===== src/rtl/pmc_pkg.sv =====
package pmc_pkg;
  typedef enum logic [1:0] {
    PM_RUN  = 2'd0,
    PM_IDLE = 2'd1,
    PM_STOP = 2'd2
  } pm_state_e;

  typedef enum logic [1:0] {
    RC_POWERON = 2'd0,
    RC_EXT     = 2'd1,
    RC_WDOG    = 2'd2,
    RC_CLKLOSS = 2'd3
  } rst_cause_e;

  localparam int unsigned MODE_W   = 2;
  localparam int unsigned IDLE_POS = 0;
  localparam int unsigned STOP_POS = 1;
endpackage


===== src/rtl/pmc_mode_reg.sv =====
module pmc_mode_reg
  import pmc_pkg::*;
(
  input  logic              clk,
  input  logic              rst_n,
  input  logic              wr_en,
  input  logic [MODE_W-1:0] wr_data,
  input  logic              block_wr,
  input  logic              clr_idle,
  input  logic              clr_all,
  output logic [MODE_W-1:0] mode_q,
  output logic [MODE_W-1:0] mode_eff
);
  logic wr_ok;
  assign wr_ok    = wr_en && !block_wr;
  assign mode_eff = wr_ok ? wr_data : mode_q;

  always_ff @(posedge clk or negedge rst_n) begin
    if (!rst_n) begin
      mode_q <= '0;
    end else if (clr_all) begin
      mode_q <= '0;
    end else if (clr_idle) begin
      mode_q[IDLE_POS] <= 1'b0;
    end else if (wr_ok) begin
      mode_q <= wr_data;
    end
  end

  p_clear_on_reset_r8: assert property (@(posedge clk) disable iff (!rst_n)
    clr_all |=> (mode_q == '0));
endmodule


===== src/rtl/pmc_seq.sv =====
module pmc_seq
  import pmc_pkg::*;
(
  input  logic              clk,
  input  logic              rst_n,
  input  logic [MODE_W-1:0] mode_eff,
  input  logic              insn_done,
  input  logic              irq_pending,
  input  logic              rst_any,
  input  logic              hold,
  output pm_state_e         state_q,
  output logic              clr_idle,
  output logic              wake_q
);
  pm_state_e state_d;
  logic      wake_d;

  assign clr_idle = (state_q == PM_IDLE) && irq_pending && !rst_any;

  always_comb begin
    state_d = state_q;
    wake_d  = 1'b0;
    if (rst_any) begin
      state_d = PM_RUN;
      wake_d  = (state_q != PM_RUN);
    end else begin
      unique case (state_q)
        PM_RUN: begin
          if (!hold && insn_done) begin
            if (mode_eff[STOP_POS])      state_d = PM_STOP;
            else if (mode_eff[IDLE_POS]) state_d = PM_IDLE;
          end
        end
        PM_IDLE: begin
          if (irq_pending) begin
            state_d = PM_RUN;
            wake_d  = 1'b1;
          end
        end
        PM_STOP: state_d = PM_STOP;
        default: state_d = PM_RUN;
      endcase
    end
  end

  always_ff @(posedge clk or negedge rst_n) begin
    if (!rst_n) begin
      state_q <= PM_RUN;
      wake_q  <= 1'b0;
    end else begin
      state_q <= state_d;
      wake_q  <= wake_d;
    end
  end

  p_entry_waits_done_r2: assert property (@(posedge clk) disable iff (!rst_n)
    (state_q == PM_RUN && !insn_done) |=> (state_q == PM_RUN));
  p_stop_ignores_irq_r7: assert property (@(posedge clk) disable iff (!rst_n)
    (state_q == PM_STOP && !rst_any) |=> (state_q == PM_STOP && !wake_q));
  p_wake_single_r6: assert property (@(posedge clk) disable iff (!rst_n)
    wake_q |=> !wake_q);
  p_stop_priority_r5: assert property (@(posedge clk) disable iff (!rst_n)
    (state_q == PM_RUN && !hold && !rst_any && insn_done && mode_eff[STOP_POS])
      |=> (state_q == PM_STOP));
endmodule


===== src/rtl/pmc_rst_gen.sv =====
module pmc_rst_gen
  import pmc_pkg::*;
#(
  parameter int unsigned RST_CYCLES = 4
) (
  input  logic       clk,
  input  logic       rst_n,
  input  logic       ext_req,
  input  logic       wdt_req,
  input  logic       mcd_req,
  output logic       rst_any,
  output logic       core_rst,
  output rst_cause_e cause_q
);
  localparam int unsigned CW = $clog2(RST_CYCLES + 1);
  localparam logic [CW-1:0] LOAD = CW'(RST_CYCLES);

  logic [CW-1:0] cnt_q;
  rst_cause_e    cause_d;

  assign rst_any  = ext_req || wdt_req || mcd_req;
  assign core_rst = (cnt_q != '0);

  always_comb begin
    if (ext_req)      cause_d = RC_EXT;
    else if (mcd_req) cause_d = RC_CLKLOSS;
    else              cause_d = RC_WDOG;
  end

  always_ff @(posedge clk or negedge rst_n) begin
    if (!rst_n) begin
      cnt_q   <= '0;
      cause_q <= RC_POWERON;
    end else if (rst_any) begin
      cnt_q   <= LOAD;
      cause_q <= cause_d;
    end else if (cnt_q != '0) begin
      cnt_q <= cnt_q - 1'b1;
    end
  end

  p_req_starts_reset_r8: assert property (@(posedge clk) disable iff (!rst_n)
    rst_any |=> core_rst);
  p_cause_held_r9: assert property (@(posedge clk) disable iff (!rst_n)
    !rst_any |=> $stable(cause_q));
  p_ext_wins_r9: assert property (@(posedge clk) disable iff (!rst_n)
    ext_req |=> (cause_q == RC_EXT));
endmodule


===== src/rtl/pwr_mode_ctrl.sv =====
module pwr_mode_ctrl
  import pmc_pkg::*;
#(
  parameter int unsigned RST_CYCLES = 4
) (
  input  logic              clk,
  input  logic              rst_n,
  input  logic              mode_wr_en,
  input  logic [MODE_W-1:0] mode_wr_data,
  output logic [MODE_W-1:0] mode_rd_data,
  input  logic              insn_done,
  input  logic              irq_pending,
  input  logic              ext_rst_req,
  input  logic              wdt_rst_req,
  input  logic              mcd_rst_req,
  output logic              cpu_clk_en,
  output logic              periph_clk_en,
  output logic              int_osc_en,
  output logic              core_rst,
  output logic              wake_pulse,
  output logic [1:0]        rst_cause
);
  pm_state_e         state_q;
  rst_cause_e        cause_q;
  logic [MODE_W-1:0] mode_q;
  logic [MODE_W-1:0] mode_eff;
  logic              rst_any;
  logic              clr_idle;
  logic              halted;

  assign halted = (state_q != PM_RUN);

  pmc_rst_gen #(.RST_CYCLES(RST_CYCLES)) u_rst (
    .clk      (clk),
    .rst_n    (rst_n),
    .ext_req  (ext_rst_req),
    .wdt_req  (wdt_rst_req),
    .mcd_req  (mcd_rst_req),
    .rst_any  (rst_any),
    .core_rst (core_rst),
    .cause_q  (cause_q)
  );

  pmc_mode_reg u_reg (
    .clk      (clk),
    .rst_n    (rst_n),
    .wr_en    (mode_wr_en),
    .wr_data  (mode_wr_data),
    .block_wr (core_rst || halted),
    .clr_idle (clr_idle),
    .clr_all  (rst_any),
    .mode_q   (mode_q),
    .mode_eff (mode_eff)
  );

  pmc_seq u_seq (
    .clk         (clk),
    .rst_n       (rst_n),
    .mode_eff    (mode_eff),
    .insn_done   (insn_done),
    .irq_pending (irq_pending),
    .rst_any     (rst_any),
    .hold        (core_rst),
    .state_q     (state_q),
    .clr_idle    (clr_idle),
    .wake_q      (wake_pulse)
  );

  assign mode_rd_data  = mode_q;
  assign cpu_clk_en    = (state_q == PM_RUN);
  assign periph_clk_en = (state_q != PM_STOP);
  assign int_osc_en    = (state_q != PM_STOP);
  assign rst_cause     = cause_q;

  p_idle_wake_r6: assert property (@(posedge clk) disable iff (!rst_n)
    (state_q == PM_IDLE && irq_pending && !rst_any)
      |=> (cpu_clk_en && !mode_rd_data[IDLE_POS] && wake_pulse));
  p_field_zero_in_reset_r11: assert property (@(posedge clk) disable iff (!rst_n)
    core_rst |-> (mode_rd_data == '0 && cpu_clk_en));
  p_stop_keeps_field_r7: assert property (@(posedge clk) disable iff (!rst_n)
    (state_q == PM_STOP && !rst_any) |=> $stable(mode_rd_data));
endmodule


===== config.mk =====
export PLATFORM = sky130hd
export DESIGN_NAME = pwr_mode_ctrl
export DESIGN_NICKNAME = d
export VERILOG_FILES = /design/src/rtl/pmc_pkg.sv /design/src/rtl/pmc_mode_reg.sv /design/src/rtl/pmc_seq.sv /design/src/rtl/pmc_rst_gen.sv /design/src/rtl/pwr_mode_ctrl.sv
export SDC_FILE = /design/constraint.sdc
export NUM_CORES = 1
export LEC_CHECK = 0
export BUFFER_PORTS_ARGS = -buffer_cell sky130_fd_sc_hd__buf_2
export CORE_AREA = 2 2 39 41
export DETAILED_ROUTE_END_ITERATION = 16
export DIE_AREA = 0 0 41 43
export PLACE_DENSITY_LB_ADDON = 0.1
export SLEW_MARGIN = 20
export SYNTH_ARGS = -nofsm -noshare
export SYNTH_HDL_FRONTEND = slang
export SYNTH_HIERARCHICAL = 1
export SYNTH_SLANG_ARGS = --single-unit

===== constraint.sdc =====
create_clock -name clk -period 3.7 [get_ports clk]
set_input_delay 0.37 -clock clk [delete_from_list [all_inputs] [get_ports clk]]
set_output_delay 0.37 -clock clk [all_outputs]
set_load 0.02 [all_outputs]

==> results by group <==
Drt
  – Post-route ant nets: 0
  – DRC Markers: 0
  – Starting DRC count in detailed routing: 8
  – Number of detailed-route iterations in the first pass: 4
  – Via Count: approximately 440
  – DR WL/cell: about 11 microns
  – Vias per inst: 5.01
  – Routed wire length: between 900 and 1000 microns

STA
  – Clk_skew: 0.00129 ns
  – Unrepaired setup endpoints after global routing: no
  – Final Hold Fails: 0
  – Hold slack final: 0.290 ns
  – Final worst slack: 1.67 ns
  – Slew @ Worst Pin: 0.324 ns
  – Max-slew violation count: 0
  – Crit share post-route: around 55%
  – Final setup fails: 0
  – Setup tns final: 0 ns
  – Max transition margin: ~80%
  – Tmin final: 2.03 ns
  – Max Fclk: between 400 and 500 MHz

Placed design
  – Inst Count DP: 84
  – Worst slack, placed: 1.67 ns
  – Number of port buffers: 18
  – GPL Wtd Cong: 0.632
  – Placed cell areas: 644 sq um
  – DP HPWL: 769 microns

Die
  – Die width: 41 microns
  – Std cell rows: 14
  – Core Area: between 0.001 and 0.0015 sq mm
  – Die area: between 0.0015 and 0.002 sq mm
  – Die H: 43 microns
  – Initial Utilization: 39.2%
  – Top Ports: 19

Layout
  – Share of layout cells above drive strength 1: 40.3%
  – Nets: 86
  – Diode count: 0
  – Area Growth Syn to Fin: 24.9%
  – Non-filler cells, final: 88
  – Final Cell Area: slightly below 700 sq um

Logic synthesis
  – Largest cells by area after synthesis: dfrtp_1 (46%), ha_1 (4.6%), mux2_2 (4.2%), nor2_1 (4.2%), inv_1 (3.5%)
  – Post-synth top area cell: dfrtp_1
  – Sequential-to-total area share from yosys stat: 46.2%
  – Post-synth ARST share: 100%
  – Synthesized area: 542 sq um
  – Seq cells post-synth: 10
  – Number of synthesized flops with an enable pin: 0
  – Synth top area share: 46.2%
  – Ys flop type: dfrtp_1
  – Most frequent cells after synthesis: dfrtp_1 (10), nor2_1 (6), inv_1 (5)
  – Synth cell types: 28
  – Warnings from Yosys: 6
  – Cell with the most instances after synthesis: dfrtp_1
  – Synthesized instance count: 51
  – Synthesized net count: 63
  – Syn avg cell area: about 11 sq um

Worst hold path
  – Worst Hold Class: in -> reg
  – Cells on Worst Hold Path: 2
  – Worst Hold End: u_rst/cause_q[1]$_DFFE_PN0P_
  – Hold Crit Start: ext_rst_req

CTS
  – Max Buffers Root-to-Sink: 2
  – H-tree Lvls: 1
  – # clock sinks: 10
  – Clk_lat worst skew: 0.26 ns
  – Post-CTS sizing: 0
  – CTS root buf: clkbuf_4
  – CTS buffer count: 3
  – Clock-pin slew on the worst setup and hold paths: 0.06 ns
  – CTS tree: built

Critical path
  – Largest stage delay, worst path: 0.39 ns
  – Slowest cell on the critical path: dfrtp_1
  – Crit Path Max Fanout: 7
  – Register-to-Register Path Depth: 8
  – Crit path capture type: flip-flop
  – CP bufs+invs: 1
  – R2R Setup Slk: 1.67 ns
  – CP top delay family: simple AND/OR/NAND/NOR gates
  – RR Endpoint: u_seq/state_q[0]$_DFFE_PN0P_
  – Worst setup SP type: flip-flop
  – Critical Path RT: 3.85 ns
  – Critical path class: reg -> reg
  – Critical-path cell list: inv_1, ha_1, nand2b_1, or3_1, nand2b_4, mux2_2, nor4b_2, a21o_1
  – FF-to-FF Start: u_rst/cnt_q[0]$_DFFE_PN0P_
  – Critical Path AT: 2.18 ns

Global route
  – Largest net degree at the start of global routing: 11
  – Vias in the first global route: 408
  – Initial antenna violation count: 0
  – GRT Total Usage: 14.2%
  – First-pass GRT wire length: 1640 microns
  – GR Overflow Total: 0

Pwr
  – Switching share of power: 23.5%
  – Clock Power Share: between 30% and 40%
  – Combinational share of power: 12.7%
  – NetSw: 0.0000496 W
  – Pint: 0.000161 W
  – Worst vdd ir: approximately 0.00016 V
  – Sequential Power Share: 53.9%
  – Power Density: ~310 mW/mm^2
  – Leakage power: 0.325 nW

Run status
  – Status: finished, final reports clean

Flow run
  – Max-cap violations: 0
==> worst max-delay path by stage <==
| stage | slack (ns) | end | from | depth (start not counted) |
|---|---|---|---|---|
| floorplan | 1.68 | u_seq/state_q[0]$_DFFE_PN0P_ | u_rst/cnt_q[0]$_DFFE_PN0P_ | 8 |
| finish | 1.67 | u_seq/state_q[0]$_DFFE_PN0P_ | u_rst/cnt_q[0]$_DFFE_PN0P_ | 8 |
| global placement | 1.68 | u_seq/state_q[0]$_DFFE_PN0P_ | u_rst/cnt_q[0]$_DFFE_PN0P_ | 8 |
| CTS | 1.67 | u_seq/state_q[0]$_DFFE_PN0P_ | u_rst/cnt_q[0]$_DFFE_PN0P_ | 8 |
| detailed placement | 1.67 | u_seq/state_q[0]$_DFFE_PN0P_ | u_rst/cnt_q[0]$_DFFE_PN0P_ | 8 |
| global route | 1.52 | u_seq/state_q[0]$_DFFE_PN0P_ | u_rst/cnt_q[0]$_DFFE_PN0P_ | 8 |
==> metrics by stage <==
| step | total power (W) | utilization (%) |
|---|---|---|
| floorplan | 0.000129 | - |
| global placement | 0.000141 | 46.6 |
| detailed placement | 0.000142 | 46.6 |
| CTS | 0.000216 | 48.9 |
| global route | 0.000225 | 48.9 |
| finish | 0.000211 | 48.9 |
==> layout make-up <==
cell class | count | area [sq um]
Clock buffer | 3 | 22.5
Sequential cell | 10 | 250
Timing Repair Buffer | 19 | 100
Fill cell | 146 | 707
Tap cell | 16 | 20.0
Inverter | 5 | 18.8
Multi-Input combinational cell | 35 | 265
==> layout by cell type, fill, tap and decap left out, drive strengths merged <==
master,synthesis,final
buf,1,18
dfrtp,10,10
nor2,6,6
inv,5,5
clkbuf,0,3
o21ai,3,3
mux2,2,2
nor3b,2,2
nor3,2,2
ha,2,2
or3,2,2
nand2b,2,2
a21oi,2,2
a211oi,2,2
nor4b,2,2
or2b,1,1
dlygate4sd3,0,1
or3b,1,1
xnor2,1,1
nand2,1,1
nor2b,1,1
o22a,1,1
nand3b,1,1
a21o,1,1
==> state kept, by name, summed over array words and instances (netlist names) <==
| register | cells |
|---|---|
| u_rst/cause_q | 2 |
| u_rst/cnt_q | 3 |
| u_reg/mode_q | 2 |
| u_seq/wake_q | 1 |
| u_seq/state_q | 2 |
==> what timing repair did <==
action | in CTS | in global routing
setup buffers | 0 | 0
endpoints found under the hold margin | 10 | 0
hold buffers | 1 | 0
endpoints found under the setup margin | 0 | 0
==> power by group through the flow <==
stage / Sequential [W] / Clock (W) / Combinational (W)
after CTS: 0.000114 / 0.0000759 / 0.0000268
after global placement: 0.000116 / 0 / 0.0000259
final: 0.000114 / 0.0000706 / 0.0000267
after detailed placement: 0.000116 / 0 / 0.0000260
after floorplan: 0.000117 / 0 / 0.0000123
after global routing: 0.000114 / 0.0000814 / 0.0000296
==> metal layers <==
layer | track usage, % | part of all wire (%) | vias to the layer above
li1 | - | - | 221
met1 | 17.4 | 46 | 203
met2 | 20.0 | 45 | 17
met3 | 4.71 | 8.6 | 0
met4 | 10.0 | 0 | 0
met5 | 0 | 0 | -
==> cell families after synthesis <==
kind of cell / count (synthesis) / share of synthesized area [%]
multiplexers: 2 / 4.16
AO/OA/AOI/OAI: 9 / 12.2
XOR/XNOR: 1 / 1.62
AND/OR/NAND/NOR: 21 / 26.3
flip-flops: 10 / 46.2
buffers and inverters: 6 / 4.85
adder cells (fa/ha/maj): 2 / 4.62
No activity file was read; power rests on OpenSTA's default activity.
